`src/rtl/adc_ctrl_pkg.sv`:
```
package adc_ctrl_pkg;

  localparam int unsigned CHAN_W = 4;
  localparam int unsigned RES_W  = 12;

  typedef enum logic [2:0] {
    ST_IDLE, ST_SETUP, ST_GAP, ST_CONV, ST_SETTLE, ST_READ, ST_TAIL, ST_RESP
  } seq_state_e;

  // setup reg select, clock mode 2, reference mode 2
  localparam logic [7:0] SETUP_CMD = 8'h68;

  function automatic logic [7:0] conv_cmd(input logic [CHAN_W-1:0] chan, input logic temp);
    return {1'b1, chan, 2'b11, temp};
  endfunction

  function automatic logic [RES_W-1:0] decode_word(input logic [15:0] word, input logic temp);
    return temp ? word[11:0] : {2'b00, word[11:2]};
  endfunction

endpackage

```
`src/rtl/adc_spi_byte_master.sv`:
```
module adc_spi_byte_master #(
  parameter int unsigned DIV = 4
) (
  input  logic       clk_i,
  input  logic       rst_ni,
  input  logic       start_i,
  input  logic [7:0] tx_i,
  input  logic       miso_i,
  output logic       sclk_o,
  output logic       mosi_o,
  output logic [7:0] rx_o,
  output logic       done_o,
  output logic       busy_o
);
  localparam int unsigned DW = (DIV > 1) ? $clog2(DIV) : 1;

  logic          active_q, sclk_q, done_q;
  logic [DW-1:0] div_q;
  logic [3:0]    edge_q;
  logic [7:0]    tx_q, rx_q;

  always_ff @(posedge clk_i or negedge rst_ni) begin
    if (!rst_ni) begin
      active_q <= 1'b0;
      sclk_q   <= 1'b0;
      done_q   <= 1'b0;
      div_q    <= '0;
      edge_q   <= '0;
      tx_q     <= '0;
      rx_q     <= '0;
    end else begin
      done_q <= 1'b0;
      if (start_i && !active_q) begin
        active_q <= 1'b1;
        tx_q     <= tx_i;
        div_q    <= '0;
        edge_q   <= '0;
        sclk_q   <= 1'b0;
      end else if (active_q) begin
        if (div_q == DW'(DIV - 1)) begin
          div_q  <= '0;
          sclk_q <= ~sclk_q;
          edge_q <= edge_q + 4'd1;
          if (!sclk_q) begin
            rx_q <= {rx_q[6:0], miso_i};
          end else begin
            tx_q <= {tx_q[6:0], 1'b0};
            if (edge_q == 4'd15) begin
              active_q <= 1'b0;
              done_q   <= 1'b1;
            end
          end
        end else begin
          div_q <= div_q + DW'(1);
        end
      end
    end
  end

  assign sclk_o = sclk_q;
  assign mosi_o = tx_q[7];
  assign rx_o   = rx_q;
  assign done_o = done_q;
  assign busy_o = active_q;


  spi_start_idle_chk: assert property (@(posedge clk_i) disable iff (!rst_ni)
    start_i |-> !active_q);

  sclk_idle_low_chk: assert property (@(posedge clk_i) disable iff (!rst_ni)
    done_q |-> !sclk_q);

endmodule

```
`src/rtl/adc_cycle_timer.sv`:
```
module adc_cycle_timer #(
  parameter int unsigned W = 8
) (
  input  logic         clk_i,
  input  logic         rst_ni,
  input  logic         load_i,
  input  logic [W-1:0] count_i,
  output logic         expired_o
);
  logic [W-1:0] cnt_q;

  always_ff @(posedge clk_i or negedge rst_ni) begin
    if (!rst_ni)              cnt_q <= '0;
    else if (load_i)          cnt_q <= count_i;
    else if (cnt_q != '0)     cnt_q <= cnt_q - W'(1);
  end

  assign expired_o = (cnt_q == '0);


  tmr_count_down_chk: assert property (@(posedge clk_i) disable iff (!rst_ni)
    (!load_i && !expired_o) |=> (cnt_q == $past(cnt_q) - W'(1)));

endmodule

```
`src/rtl/adc_single_read_ctrl.sv`:
```
module adc_single_read_ctrl
  import adc_ctrl_pkg::*;
#(
  parameter int unsigned CLK_DIV       = 4,
  parameter int unsigned CLK_HZ        = 100_000_000,
  parameter int unsigned SETTLE_CYCLES = CLK_HZ / 1000
) (
  input  logic              clk_i,
  input  logic              rst_ni,
  input  logic              req_valid_i,
  output logic              req_ready_o,
  input  logic [CHAN_W-1:0] req_chan_i,
  input  logic              req_temp_i,
  input  logic              scan_active_i,
  output logic              done_o,
  output logic              busy_err_o,
  output logic [RES_W-1:0]  result_o,
  output logic              sclk_o,
  output logic              cs_no,
  output logic              mosi_o,
  input  logic              miso_i
);
  localparam int unsigned GAP_CYCLES = 2 * CLK_DIV;
  localparam int unsigned TMAX = (SETTLE_CYCLES > GAP_CYCLES) ? SETTLE_CYCLES : GAP_CYCLES;
  localparam int unsigned TW   = $clog2(TMAX + 1);

  seq_state_e        state_q;
  logic              cs_q, start_q, temp_q, busy_q;
  logic [CHAN_W-1:0] chan_q;
  logic [7:0]        tx_q;
  logic [1:0]        byte_q;
  logic [15:0]       word_q;
  logic [RES_W-1:0]  res_q;

  logic              spi_done, spi_busy, spi_mosi;
  logic [7:0]        spi_rx;
  logic              tmr_load, tmr_exp;
  logic [TW-1:0]     tmr_val;
  logic              last_byte, accept;

  adc_spi_byte_master #(.DIV(CLK_DIV)) u_spi (
    .clk_i  (clk_i),
    .rst_ni (rst_ni),
    .start_i(start_q),
    .tx_i   (tx_q),
    .miso_i (miso_i),
    .sclk_o (sclk_o),
    .mosi_o (spi_mosi),
    .rx_o   (spi_rx),
    .done_o (spi_done),
    .busy_o (spi_busy)
  );

  adc_cycle_timer #(.W(TW)) u_tmr (
    .clk_i    (clk_i),
    .rst_ni   (rst_ni),
    .load_i   (tmr_load),
    .count_i  (tmr_val),
    .expired_o(tmr_exp)
  );

  assign accept    = req_valid_i && (state_q == ST_IDLE);
  assign last_byte = (byte_q == (temp_q ? 2'd3 : 2'd1));

  always_comb begin
    tmr_load = 1'b0;
    tmr_val  = TW'(GAP_CYCLES);
    if (spi_done) begin
      unique case (state_q)
        ST_SETUP: tmr_load = 1'b1;
        ST_CONV: begin
          tmr_load = 1'b1;
          tmr_val  = TW'(SETTLE_CYCLES);
        end
        ST_READ:  tmr_load = last_byte;
        default:  tmr_load = 1'b0;
      endcase
    end
  end

  always_ff @(posedge clk_i or negedge rst_ni) begin
    if (!rst_ni) begin
      state_q <= ST_IDLE;
      cs_q    <= 1'b1;
      start_q <= 1'b0;
      tx_q    <= '0;
      temp_q  <= 1'b0;
      busy_q  <= 1'b0;
      chan_q  <= '0;
      byte_q  <= '0;
      word_q  <= '0;
      res_q   <= '0;
    end else begin
      start_q <= 1'b0;
      unique case (state_q)
        ST_IDLE: if (accept) begin
          chan_q <= req_chan_i;
          temp_q <= req_temp_i;
          busy_q <= scan_active_i;
          if (scan_active_i) begin
            res_q   <= '0;
            state_q <= ST_RESP;
          end else begin
            cs_q    <= 1'b0;
            start_q <= 1'b1;
            tx_q    <= SETUP_CMD;
            state_q <= ST_SETUP;
          end
        end
        ST_SETUP: if (spi_done) begin
          cs_q    <= 1'b1;
          state_q <= ST_GAP;
        end
        ST_GAP: if (tmr_exp) begin
          cs_q    <= 1'b0;
          start_q <= 1'b1;
          tx_q    <= conv_cmd(chan_q, temp_q);
          state_q <= ST_CONV;
        end
        ST_CONV: if (spi_done) begin
          cs_q    <= 1'b1;
          state_q <= ST_SETTLE;
        end
        ST_SETTLE: if (tmr_exp) begin
          cs_q    <= 1'b0;
          start_q <= 1'b1;
          tx_q    <= 8'h00;
          byte_q  <= '0;
          state_q <= ST_READ;
        end
        ST_READ: if (spi_done) begin
          if (byte_q == 2'd0) word_q[15:8] <= spi_rx;
          if (byte_q == 2'd1) word_q[7:0]  <= spi_rx;
          if (last_byte) begin
            cs_q    <= 1'b1;
            state_q <= ST_TAIL;
          end else begin
            byte_q  <= byte_q + 2'd1;
            start_q <= 1'b1;
          end
        end
        ST_TAIL: if (tmr_exp) begin
          res_q   <= decode_word(word_q, temp_q);
          state_q <= ST_RESP;
        end
        ST_RESP: state_q <= ST_IDLE;
        default: state_q <= ST_IDLE;
      endcase
    end
  end

  assign req_ready_o = (state_q == ST_IDLE);
  assign done_o      = (state_q == ST_RESP);
  assign busy_err_o  = done_o && busy_q;
  assign result_o    = res_q;
  assign cs_no       = cs_q;
  assign mosi_o      = spi_mosi;


  busy_resp_chk: assert property (@(posedge clk_i) disable iff (!rst_ni)
    (req_valid_i && req_ready_o && scan_active_i) |=> (done_o && busy_err_o && cs_no));

  sclk_cs_chk: assert property (@(posedge clk_i) disable iff (!rst_ni)
    cs_no |-> !sclk_o);

  ready_hold_chk: assert property (@(posedge clk_i) disable iff (!rst_ni)
    (req_valid_i && req_ready_o) |=> !req_ready_o);

  cs_release_chk: assert property (@(posedge clk_i) disable iff (!rst_ni)
    $rose(cs_no) |=> cs_no);

  spi_frame_chk: assert property (@(posedge clk_i) disable iff (!rst_ni)
    spi_busy |-> !cs_no);

endmodule

```
`config.mk`:
```
export PLATFORM = sky130hd
export DESIGN_NAME = adc_single_read_ctrl
export DESIGN_NICKNAME = d
export VERILOG_FILES = /design/src/rtl/adc_ctrl_pkg.sv /design/src/rtl/adc_spi_byte_master.sv /design/src/rtl/adc_cycle_timer.sv /design/src/rtl/adc_single_read_ctrl.sv
export SDC_FILE = /design/constraint.sdc
export NUM_CORES = 1
export LEC_CHECK = 0
export ABC_AREA = 0
export BUFFER_PORTS_ARGS = -buffer_cell sky130_fd_sc_hd__buf_2
export CORE_MARGIN = 3
export CORE_UTILIZATION = 60
export CTS_CLUSTER_DIAMETER = 40
export CTS_CLUSTER_SIZE = 24
export DETAILED_ROUTE_END_ITERATION = 8
export PLACE_DENSITY = 0.79
export SLEW_MARGIN = 25
export SYNTH_ARGS = -nofsm -noshare
export SYNTH_HDL_FRONTEND = slang
export SYNTH_SLANG_ARGS = --single-unit
```
`constraint.sdc`:
```
create_clock -name clk_i -period 2.4 [get_ports clk_i]
set_input_delay 0.6 -clock clk_i [delete_from_list [all_inputs] [get_ports clk_i]]
set_output_delay 0.6 -clock clk_i [all_outputs]
set_load 0.03 [all_outputs]
```
After elaboration in Yosys (flattened, before gate mapping)

Cells that the tools add are included.

RAM bits: 0
Latch bits: 0
Memories kept: 0
Input bits: 10
ROM bits: 0
Register bits: 87

Multipliers: 0
Add/sub/neg operators: 4
Div/mod/pow operators: 0
Multiplexer cells: 67
Reductions and logical operators: 29
Bitwise gates (word level): 2
Equal/unequal tests: 24
$lt $le $gt $ge: 0
Shift operators: 0

Operator list:

| cell                    | number |
|---|---|
| $mux W17                | 4 |
| $mux W8                 | 8 |
| $mux W12                | 4 |
| $mux W3                 | 9 |
| $mux W1                 | 25 |
| $pmux W12 S2            | 1 |
| $pmux W3 S8             | 1 |
| $pmux W8 S3             | 1 |
| $logic_not A17 Y1       | 1 |
| $reduce_bool A17 Y1     | 1 |
| $sub A17 B1 Y17 const B | 1 |
| $mux W2                 | 7 |
| $ne A2 B1 Y1 const B    | 7 |
| $eq A3 B3 Y1 const B    | 4 |
| $mux W4                 | 3 |
| $ne A2 B2 Y1 const B    | 6 |
| $reduce_and A4 Y1       | 3 |
| $reduce_bool A2 Y1      | 6 |
| $reduce_and A3 Y1       | 3 |
| $reduce_and A8 Y1       | 1 |
| $reduce_and A7 Y1       | 1 |
| $eq A3 B2 Y1 const B    | 2 |
| $reduce_and A5 Y1       | 1 |
| $add A2 B1 Y2 const B   | 2 |
| other kinds (19)        | 24 |

Logic depth before layout (Yosys ltp)

Gate-level depths: netlist of the first run.

Depth after elaboration: 6
Mapped depth: 8
Depth with buffers taken out: 6

Cells and area by module

From an unflattened synthesis of the first run, not the netlist that was laid out.

Cells, all modules: 391
Area, all modules: 4,385.5 sq um

Modules (own cells, without submodules):

| module               | cells an instance | area each (sq um) | seq. area each (sq um) | instances |
|---|---|---|---|---|
| adc_single_read_ctrl | 203               | 2,215.9           | 1,077.3                | 1 |
| adc_spi_byte_master  | 79                | 1,136.1           | 625.6                  | 1 |
| adc_cycle_timer      | 109               | 1,033.5           | 425.4                  | 1 |

Worst setup path after synthesis of the first run

No wires, ideal clock.

Path kind: flip-flop to output port
From: register state_q[0]
To: output port busy_err_o
Path slack: 0.352 ns
Path buffers: 2
Data arrival time: 1.448 ns
Stages on the path, launching flop included: 5
Cell sequence: dfrtp_1 > buf_2 > clkbuf_1 > and3_1 > and2_1

Longest elaborated chain between the ends: 2

Ends and longest elaborated chain:

| item                     | RTL line                    | RTL |
|---|---|---|
| start: declaration       | adc_single_read_ctrl.sv:27  | `seq_state_e state_q;` |
| start signal: assignment | adc_single_read_ctrl.sv:83  | `state_q <= ST_IDLE;` |
| start signal: assignment | adc_single_read_ctrl.sv:102 | `state_q <= ST_RESP;` |
| start signal: assignment | adc_single_read_ctrl.sv:107 | `state_q <= ST_SETUP;` |
| $eq A3 B3 Y1             | adc_single_read_ctrl.sv:153 | `assign done_o = (state_q == ST_RESP);` |
| named net done_o         | adc_single_read_ctrl.sv:15  | `output logic done_o,` |
| $logic_and A1 B1 Y1      | adc_single_read_ctrl.sv:154 | `assign busy_err_o = done_o && busy_q;` |
| end: declaration         | adc_single_read_ctrl.sv:16  | `output logic busy_err_o,` |

The timed path passes the listed nets, and every way through them passes these cells.

Worst setup path in the final report of the first run

From: register state_q[0]
To: output port busy_err_o

Longest elaborated chain between the ends: 2

Ends and longest elaborated chain:

| item                | RTL line |
|---|---|
| $eq A3 B3 Y1        | adc_single_read_ctrl.sv:153 |
| $logic_and A1 B1 Y1 | adc_single_read_ctrl.sv:154 |

Every way passes these cells.

==> results_dict.tcl, run 1 <==
set metrics [dict create \
    drc_errors 0 \
    layout.cells.most_common_list "dfrtp_1 (84), nand2_1 (40), mux2i_1 (35)" \
    ys_seq_area_share_pct 51.00 \
    relSlewSlack_pct 62.78 \
    ir_worst_vdd_mv 0.2902 \
    powerDensity_nw_per_um2 569.0 \
    cts_tree "done" \
    outcome "finished clean" \
    met2_usage_pct 34.70 \
    crit_path_max_fanout 18 \
    ys_ff_latch 85 \
    hpwl_um 5729 \
    p_leak_nw 2.225 \
    period_needed_ns 2.195 \
    synth_ff_type "dfrtp_1" \
    io_buffer_count 27 \
    drt_iter0_markers 280 \
    critPathRequiredTime_ns 1.80 \
    track_usage_pct 22.23 \
    crit_family "flip-flops" \
    finalPower_mw 2.614 \
    clk_pin_slew_worst_paths_ns 0.09 \
    fin_skew_ns 0.01499 \
    viasPerCell 6.167 \
    clock-sinks 85 \
    dieHeight_um 89.40 \
    fmax_mhz 455.7 \
    start_util_pct 63.89 \
    finalSetupTns_ns 0 \
    antenna_cells 0 \
    synth-edff-count 0 \
    die_w_um 89.40 \
    cts_max_level 3 \
    clockBufferDepth 2 \
    period_share_pct 91.44 \
    grt_overflow 0 \
    grt_max_degree 37 \
    ys_types 56 \
    maxSlewViolCount 0 \
    hold_path_class "in -> async" \
    wl_per_cell_um 16.43 \
    async_flop_share_pct 100.0 \
    grt_pass1_wl_um 13810 \
    routed_wl_um 7968 \
    cap_violations 0 \
    cts_resized 0 \
    final_net_count 418 \
    gp_congestion 0.8240 \
    crit_type "reg -> out" \
    critPathSlowestCell "dfrtp_1" \
    endpoint_kind "output port" \
    gr-max-usage-layer "met2" \
    ctsHoldBuffers 0 \
    arrival_ns 1.59 \
    yosysWarningCount 0 \
    die-area_um2 7991 \
    grt_antenna_before_repair 0 \
    drt_pass1_iterations 5 \
    fp-row-count 29 \
    hold_viol 0 \
    setup_viol 0 \
    cts_setup_buffers 0 \
    clk_latency_ns 0.35 \
    crit_path_cell_trace "and3_1 -> and2_1 -> buf_2" \
    cp-start-kind "register" \
    drive_gt1_share_pct 21.81 \
    grt_pass1_vias 2859 \
    io_pins 28 \
    syn_to_final_growth_pct 10.11 \
    worst_pin_slew_ns 0.5553 \
    synth.avg_cell_area_um2 11.13 \
    grtUsageMet1_pct 31.62 \
    postSynthCellCount 375 \
    syn-num-nets 390 \
    max_stage_delay_ns 0.69 \
    synth_area_um2 4173 \
    rsz0062_at_grt "no" \
    postRouteAntennaNets 0 \
    timing.critical_path.buf_inv 1 \
    clock-root-buffer "clkbuf_8" \
    fp.coreArea_um2 6531 \
    cts_buffers 9 \
    layout_commonest_cell "dfrtp_1" \
    dr_total_vias 2991 \
    gr-usage-met3_pct 4.700 \
]
-- per-layer routing --
metal,wire length (um),up-vias,share of wire [%]
li1,-,1415,-
met1,3832,1493,48
met2,3725,75,47
met3,343,8,4.3
met4,67,0,0.84
met5,0,-,0
-- path summary, 6_finish.rpt --
check | startpoint | end | slack, ns | cells past startpoint
min in group clk_i | req_chan_i[3] | chan_q[3] | 0.48 | 2
max in group asynchronous | rst_ni | u_tmr.cnt_q[10] | 1.61 | 2
worst max-delay path | state_q[0] | busy_err_o | 0.21 | 3
worst min-delay path | rst_ni | result_o[5] | 0.15 | 1
worst min register to register | tx_q[0] | u_spi.tx_q[0] | 0.49 | 2
worst max register to register | u_tmr.cnt_q[0] | result_o[4] | 0.32 | 7
-- synthesized netlist by cell type, types with 3 or more instances --
master	instances	area, um^2
nor2b_1	4	25.02
a22o_1	7	61.31
o21ai_0	17	85.08
or3_1	3	18.77
buf_2	7	35.03
xnor2_1	5	43.79
nor2_1	17	63.81
mux2_2	26	292.8
a21oi_1	13	65.06
nor3_1	13	65.06
ha_1	5	62.56
nand3_1	9	45.04
clkbuf_1	6	22.52
nand4_1	3	18.77
nand2_1	40	150.1
xor2_1	5	43.79
and3_1	5	31.28
a211oi_1	3	22.52
nand2b_1	7	43.79
inv_1	8	30.03
mux2i_1	35	350.3
o22ai_1	3	18.77
dfrtp_1	84	2102
a31o_2	3	26.28
or4_1	4	30.03
o21a_1	3	22.52
-- flip-flops by register name, indices dropped and copies added (netlist names), 4 cells and up --
signal and flops:
u_tmr.cnt_q 17, result_o 12, word_q 12, u_spi.rx_o 8, u_spi.tx_q 8, tx_q 6, chan_q 4, u_spi.edge_q 4
-- through the flow --
step           util [%]  area [um^2]  hold slack, ns  setup slack [ns]  cells
2_1_floorplan         -         4173          0.3044            0.3516    375
3_3_place_gp      67.03         4378          0.4616            0.4154    469
3_5_place_dp      67.03         4378          0.4714            0.3321    469
4_1_cts           70.34         4594          0.1549            0.2099    485
5_1_grt           70.34         4594          0.1559            0.1112    485
6_report          70.34         4594          0.1524            0.2054    485
-- final cells by class --
cell class,instances,area (um^2)
sequential,85,2128
fill,466,1937
multi-input combinational,264,1913
timing repair buffer,35,210.2
clock buffer,11,131.4
tap,77,96.34
clock inverter,5,85.08
inverter,8,30.03
-- where the power goes --
part	total [mW]	internal, mW	switching (mW)
sequential	1.46	1.44	0.0107
clock	1.09	0.591	0.502
combinational	0.0658	0.0255	0.0403
-- kinds of logic (layout without fill, tap and decap cells) --
logic type / Yosys count / count (layout) / share of synthesized area, %
fa+ha+maj: 5 / 5 / 1.499
flops: 85 / 85 / 51.00
compound gates: 62 / 62 / 10.02
buf+inv: 26 / 59 / 3.148
simple gates: 126 / 126 / 16.82
mux: 61 / 61 / 15.41
xor+xnor: 10 / 10 / 2.099
No activity file was read; power rests on OpenSTA's default activity.
==> run 2, diff against run 1 <==
--- a/config.mk
+++ b/config.mk
@@ -8,12 +8,14 @@
 export ABC_AREA = 0
 export BUFFER_PORTS_ARGS = -buffer_cell sky130_fd_sc_hd__buf_2
 export CORE_MARGIN = 3
-export CORE_UTILIZATION = 60
+export CORE_UTILIZATION = 61
+export CTS_BUF_LIST = sky130_fd_sc_hd__clkbuf_16
 export CTS_CLUSTER_DIAMETER = 40
 export CTS_CLUSTER_SIZE = 24
 export DETAILED_ROUTE_END_ITERATION = 8
-export PLACE_DENSITY = 0.79
+export PLACE_DENSITY = 0.8
 export SLEW_MARGIN = 25
 export SYNTH_ARGS = -nofsm -noshare
 export SYNTH_HDL_FRONTEND = slang
+export SYNTH_HIERARCHICAL = 1
 export SYNTH_SLANG_ARGS = --single-unit
==> run 2 against run 1 <==
- maximum frequency down 8.9%
- cell count increased by 11%
- critical endpoint is now tx_q[5]
- count of clock-buffer cells in the layout fell by 2
- hold slack better by 0.098 ns
- highest routed layer unchanged
- total power up 8.6%
- combinational power shrank 17%
- largest cell class is now multi-input gates
- the flow now finishes with violations (setup timing)
==> results_dict.tcl, run 2 <==
set metrics [dict create \
    outcome "finished with violations" \
    violations "setup timing" \
    yosysWarningCount 6 \
    largest-register "u_tmr/cnt_q" \
    rsz0062_at_grt "yes" \
    ys_seq_area_share_pct 48.53 \
    clk_pin_slew_worst_paths_ns 0.06 \
    clockBufferDepth 2 \
    drive_gt1_share_pct 27.93 \
    r2r-end "tx_q[5]" \
    synth_top_area_share_pct 47.93 \
    drt_pass1_iterations 6 \
    fmax_mhz 415.2 \
    fp-row-count 30 \
    reg2reg_depth 9 \
    synth_area_um2 4385 \
    dieHeight_um 90.79 \
    viasPerCell 5.983 \
    ys_types 60 \
    io_pins 28 \
    wl_per_cell_um 17.46 \
    fillCellCount 469 \
    layout_commonest_cell "dfrtp_1" \
    endpoint_kind "register" \
    grt_pass1_vias 3199 \
    final_net_count 459 \
    setup_viol 1 \
    post-route-util_pct 74.15 \
    fin_skew_ns 0.006074 \
    cts_buffers 9 \
    finalSetupTns_ns -0.008597 \
    drt_iter0_markers 273 \
    antenna_cells 0 \
    ys_top_cells_by_count "dfrtp_1 (84), nand2_1 (46), mux2_2 (34), o31ai_1 (24), nor2_1 (17)" \
    postSynthCellCount 391 \
    final_cells 540 \
    async_flop_share_pct 100.0 \
    die-area_um2 8243 \
    post-place-ws_ns 0.02676 \
    arrival_ns 2.67 \
    crit_path_end "tx_q[5]" \
    crit_path_max_fanout 5 \
    ir_worst_vdd_mv 0.4049 \
    cts_tree "done" \
    crit_type "reg -> reg" \
    synth.avg_cell_area_um2 11.22 \
    start_util_pct 63.84 \
    die_w_um 90.79 \
    fp.coreArea_um2 6869 \
    gp_congestion 0.8740 \
    synth_ff_type "dfrtp_1" \
    clock-sinks 85 \
    worst_pin_slew_ns 0.5498 \
    powerDensity_nw_per_um2 557.2 \
    track_usage_pct 24.37 \
    grt_antenna_before_repair 0 \
    maxSlewViolCount 0 \
    largest_reg_flops 17 \
    yosysMostFrequentCell "dfrtp_1" \
    postRouteAntennaNets 0 \
    grt_max_degree 43 \
    syn_to_final_growth_pct 16.15 \
    cts_max_level 3 \
    critPathRequiredTime_ns 2.66 \
    synth-edff-count 0 \
    hold_viol 0 \
    grt_pass1_wl_um 16080 \
    period_needed_ns 2.409 \
    netlist.top_cell.by_area "dfrtp_1" \
    post-place-cells 519 \
    hold_path_class "in -> async" \
    ctsHoldBuffers 0 \
    place_area_um2 4717 \
    grt_overflow 0 \
    layout.cells.most_common_list "dfrtp_1 (84), nand2_1 (45), mux2_2 (34)" \
    r2r_setup_slack_ns -0.009 \
    worstReg2RegStart "u_tmr/cnt_q[1]" \
    p_leak_nw 2.294 \
    hpwl_um 6212 \
    synthTopCellsByArea "dfrtp_1 (48%), mux2_2 (8.7%), o31ai_1 (4.1%)" \
    relSlewSlack_pct 63.35 \
    startpoint "u_tmr/cnt_q[1]" \
    clock-root-buffer "clkbuf_16" \
    period_share_pct 100.4 \
    io_buffer_count 27 \
    dr_total_vias 3231 \
    clk_latency_ns 0.33 \
    cp-start-kind "register" \
    routed_wl_um 9431 \
    postLayoutCellArea_um2 5094 \
    cap_violations 0 \
    drc_errors 0 \
    ys_ff_latch 85 \
    layout_setup_ws_ns -0.008597 \
]
-- run 2: cell types whose count changed after synthesis, moves of 4 or more --
cell / change
a21oi_1: -9
mux2_2: +8
mux2i_1: -20
nor3_1: -9
nand2_1: +6
nand3_1: -6
a21boi_0: +5
mux2_4: +7
ha_1: +5
o31ai_1: +22
xnor2_1: +5
inv_1: +6
clkbuf_1: +4
-- run 2: critical path, stage by stage, from the launching register on --
cell,delay [ns]
dfrtp_1,0.39
inv_2,0.09
ha_4,0.13
nor4b_4,0.22
nand2b_1,0.17
nor3_4,0.32
nand2_2,0.13
a32oi_4,0.32
nor3b_4,0.31
o221a_2,0.25
-- run 2: final cells by class --
| cell class | count | area, um^2 | area share [%] |
|---|---|---|---|
| Sequential cell | 85 | 2128 | 41.78 |
| Multi-Input combinational cell | 282 | 2206 | 43.31 |
| Inverter | 14 | 52.55 | 1.032 |
| Clock inverter | 7 | 61.31 | 1.204 |
| Timing Repair Buffer | 47 | 300.3 | 5.895 |
| Tap cell | 96 | 120.1 | 2.358 |
| Clock buffer | 9 | 225.2 | 4.422 |
-- run 2: routing by layer --
metal,routed length (um),track usage [%]
met1,4386,35.25
met2,4395,37.99
met3,469,3.750
met4,178,7.789
met5,0,0
-- run 2: stage by stage --
| stage | total power [mW] | hold WS [ns] |
|---|---|---|
| global route | 2.930 | 0.2979 |
| finish | 2.838 | 0.2509 |
| CTS | 2.856 | 0.2736 |
| detailed placement | 1.528 | 0.4646 |
| floorplan | 1.480 | 0.3044 |
| global placement | 1.526 | 0.4616 |
-- run 2: worst min path at each step --
stage | end | cells after the start | start
floorplan | busy_q | 0 | rst_ni
global placement | result_o[5] | 2 | result_o[5]
detailed placement | cs_no | 2 | cs_no
CTS | u_tmr/cnt_q[15] | 1 | rst_ni
global route | u_tmr/cnt_q[12] | 1 | rst_ni
finish | u_tmr/cnt_q[12] | 1 | rst_ni
-- run 2: cell families (layout without fill, tap and decap cells) --
logic type / count (synthesis) / after routing / share of synthesized area (%)
AOI/OAI and AO/OA: 80 / 80 / 13.78
xor gates and xnor gates: 16 / 16 / 3.195
buffers and inverters: 33 / 77 / 3.509
and+or+nand+nor: 110 / 110 / 13.49
muxes: 56 / 56 / 14.55
other: 1 / 10 / 0.08551
DFF: 85 / 85 / 48.53
adders and majority gates: 10 / 10 / 2.853
-- run 2: where the power goes --
group | leakage (nW) | switching (mW) | internal [mW]
Sequential | 1.09 | 0.00629 | 1.44
Clock | 0.151 | 0.545 | 0.793
Combinational | 1.06 | 0.0377 | 0.0170
Total | 2.29 | 0.589 | 2.25
-- run 2: repair_timing --
item	4_1_cts	5_1_grt
resized for setup	2	9
pin swaps	0	5
setup endpoints to repair	3	10
buffers inserted	0	5
==> run 3, diff against run 2 <==
--- a/config.mk
+++ b/config.mk
@@ -8,14 +8,13 @@
 export ABC_AREA = 0
 export BUFFER_PORTS_ARGS = -buffer_cell sky130_fd_sc_hd__buf_2
 export CORE_MARGIN = 3
-export CORE_UTILIZATION = 61
+export CORE_UTILIZATION = 60
 export CTS_BUF_LIST = sky130_fd_sc_hd__clkbuf_16
 export CTS_CLUSTER_DIAMETER = 40
 export CTS_CLUSTER_SIZE = 24
 export DETAILED_ROUTE_END_ITERATION = 8
-export PLACE_DENSITY = 0.8
+export PLACE_DENSITY = 0.79
 export SLEW_MARGIN = 25
 export SYNTH_ARGS = -nofsm -noshare
 export SYNTH_HDL_FRONTEND = slang
-export SYNTH_HIERARCHICAL = 1
 export SYNTH_SLANG_ARGS = --single-unit
==> run 3 against run 2 <==
- the run now ends clean
- register-to-register slack better by 0.32 ns
- wire length shrank 14%
- via count is 8.3% lower
- maximum frequency increased by 10%
- sequential share of layout area is 3.5 points higher
- setup slack better by 0.22 ns
- non-clock buffer count fell by 12
- first-iteration DRC count shrank 12%
- clock skew grew 0.0021 ns
- critical path type is now reg -> out
- critical endpoint is now busy_err_o
==> results_dict.tcl, run 3 (synthesized netlist as in run 1, its figures left out) <==
set metrics [dict create \
    wl_per_cell_um 16.77 \
    die-area_um2 7991 \
    arrival_ns 1.58 \
    finalPower_mw 2.979 \
    largest-register "u_tmr.cnt_q" \
    gp_congestion 0.8240 \
    cts_setup_buffers 0 \
    sw_frac_of_total_pct 20.13 \
    io_buffer_count 27 \
    cts_tree "done" \
    p_leak_nw 2.280 \
    fin_skew_ns 0.008139 \
    clock-sinks 85 \
    hold_viol 0 \
    cap_violations 0 \
    maxSlewViolCount 0 \
    viasPerCell 6.111 \
    fp-row-count 29 \
    track_usage_pct 23.24 \
    syn_to_final_growth_pct 12.53 \
    drt_iter0_markers 240 \
    period_share_pct 91.00 \
    cts_max_level 3 \
    relSlewSlack_pct 61.29 \
    cts_buffers 9 \
    die_w_um 89.40 \
    drt_pass1_iterations 5 \
    crit_path_max_fanout 18 \
    crit_type "reg -> out" \
    clk_pin_slew_worst_paths_ns 0.07 \
    largest_reg_flops 17 \
    start_util_pct 63.89 \
    finalSetupTns_ns 0 \
    pwr-share-comb_pct 2.2 \
    critPathRequiredTime_ns 1.80 \
    ctsHoldBuffers 0 \
    grt_antenna_before_repair 0 \
    outcome "finished clean" \
    layout_commonest_cell "dfrtp_1" \
    internal-power_mw 2.379 \
    hold_path_class "in -> async" \
    p_seq_share_pct 48.9 \
    endpoint_kind "output port" \
    dr_total_vias 2964 \
    antenna_cells 0 \
    grt_pass1_vias 2951 \
    powerDensity_nw_per_um2 634.4 \
    grt_max_degree 37 \
    grt_overflow 0 \
    drive_gt1_share_pct 21.81 \
    period_needed_ns 2.184 \
    routed_wl_um 8134 \
    fp.coreArea_um2 6531 \
    setup_viol 0 \
    worst_pin_slew_ns 0.5776 \
    clockPowerShare_pct 48.8 \
    cp-start-kind "register" \
    rsz0062_at_grt "no" \
    ir_worst_vdd_mv 0.3550 \
    drc_errors 0 \
    dieHeight_um 89.40 \
    cts_resized 0 \
    layout.cells.most_common_list "dfrtp_1 (84), nand2_1 (40), mux2i_1 (35)" \
    final_net_count 418 \
    grt_pass1_wl_um 14330 \
    hpwl_um 5729 \
    whs_ns 0.1775 \
    post-place-cells 469 \
    io_pins 28 \
    fmax_mhz 457.9 \
    clock-root-buffer "clkbuf_16" \
    final_cells 485 \
    p_switching_mw 0.5996 \
    postRouteAntennaNets 0 \
    clockBufferDepth 2 \
    clk_latency_ns 0.34 \
]
==> run 3: changes by cell type in the layout (fill, tap and decap cells not counted), sizes merged, moves of 6 or more <==
| cell | delta |
|---|---|
| a21oi | +9 |
| buf | -12 |
| conb | -10 |
| inv | -8 |
| mux2 | -15 |
| mux2i | +20 |
| nand2 | -6 |
| nand3 | +6 |
| nor3 | +11 |
| o31ai | -23 |
==> run 3: critical path, cell delays in order (launching register included) <==
cell     delay (ns)
dfrtp_1        0.69
and3_1         0.25
and2_1         0.12
buf_2          0.19
==> run 3: layer usage <==
metal  vias up  GRT usage [%]  share of wire, %
met4         0          7.713               1.4
met3         9          4.240               3.5
li1       1421              -                 -
met2        60          37.11                47
met1      1474          32.22                48
met5         -              0                 0
==> run 3: final cells by class <==
cell class	instances	area [um^2]
Sequential cell	85	2128
Clock inverter	7	92.59
Tap cell	77	96.34
Inverter	8	30.03
Timing Repair Buffer	35	210.2
Multi-Input combinational cell	264	1913
Fill cell	449	1836
Clock buffer	9	225.2
==> run 3: power groups by stage <==
stage / registers [mW] / logic, mW / clock network, mW
after floorplan: 1.48 / 0.0236 / 0
after global placement: 1.48 / 0.0665 / 0
after detailed placement: 1.48 / 0.0680 / 0
after CTS: 1.46 / 0.0687 / 1.47
after global routing: 1.46 / 0.0754 / 1.54
final: 1.46 / 0.0662 / 1.46
==> run 3: path summary, 6_finish.rpt <==
| path | start | end | slack [ns] | depth (start not counted) |
|---|---|---|---|---|
| min | rst_ni | result_o[5] | 0.18 | 1 |
| max | state_q[0] | busy_err_o | 0.22 | 3 |
| min in group clk_i | tx_q[0] | u_spi.tx_q[0] | 0.49 | 2 |
| max in group asynchronous | rst_ni | u_tmr.cnt_q[8] | 1.60 | 2 |
| min reg2reg | tx_q[0] | u_spi.tx_q[0] | 0.49 | 2 |
| max reg2reg | u_tmr.cnt_q[0] | result_o[4] | 0.31 | 7 |
==> run 3: per-stage QoR <==
step                      area, um^2  util (%)  worst slack (ns)
after floorplan                 4173         -            0.3516
after global placement          4378     67.03            0.4154
after detailed placement        4378     67.03            0.3321
after CTS                       4696     71.90            0.2380
after global routing            4696     71.90           0.09910
final                           4696     71.90            0.2160
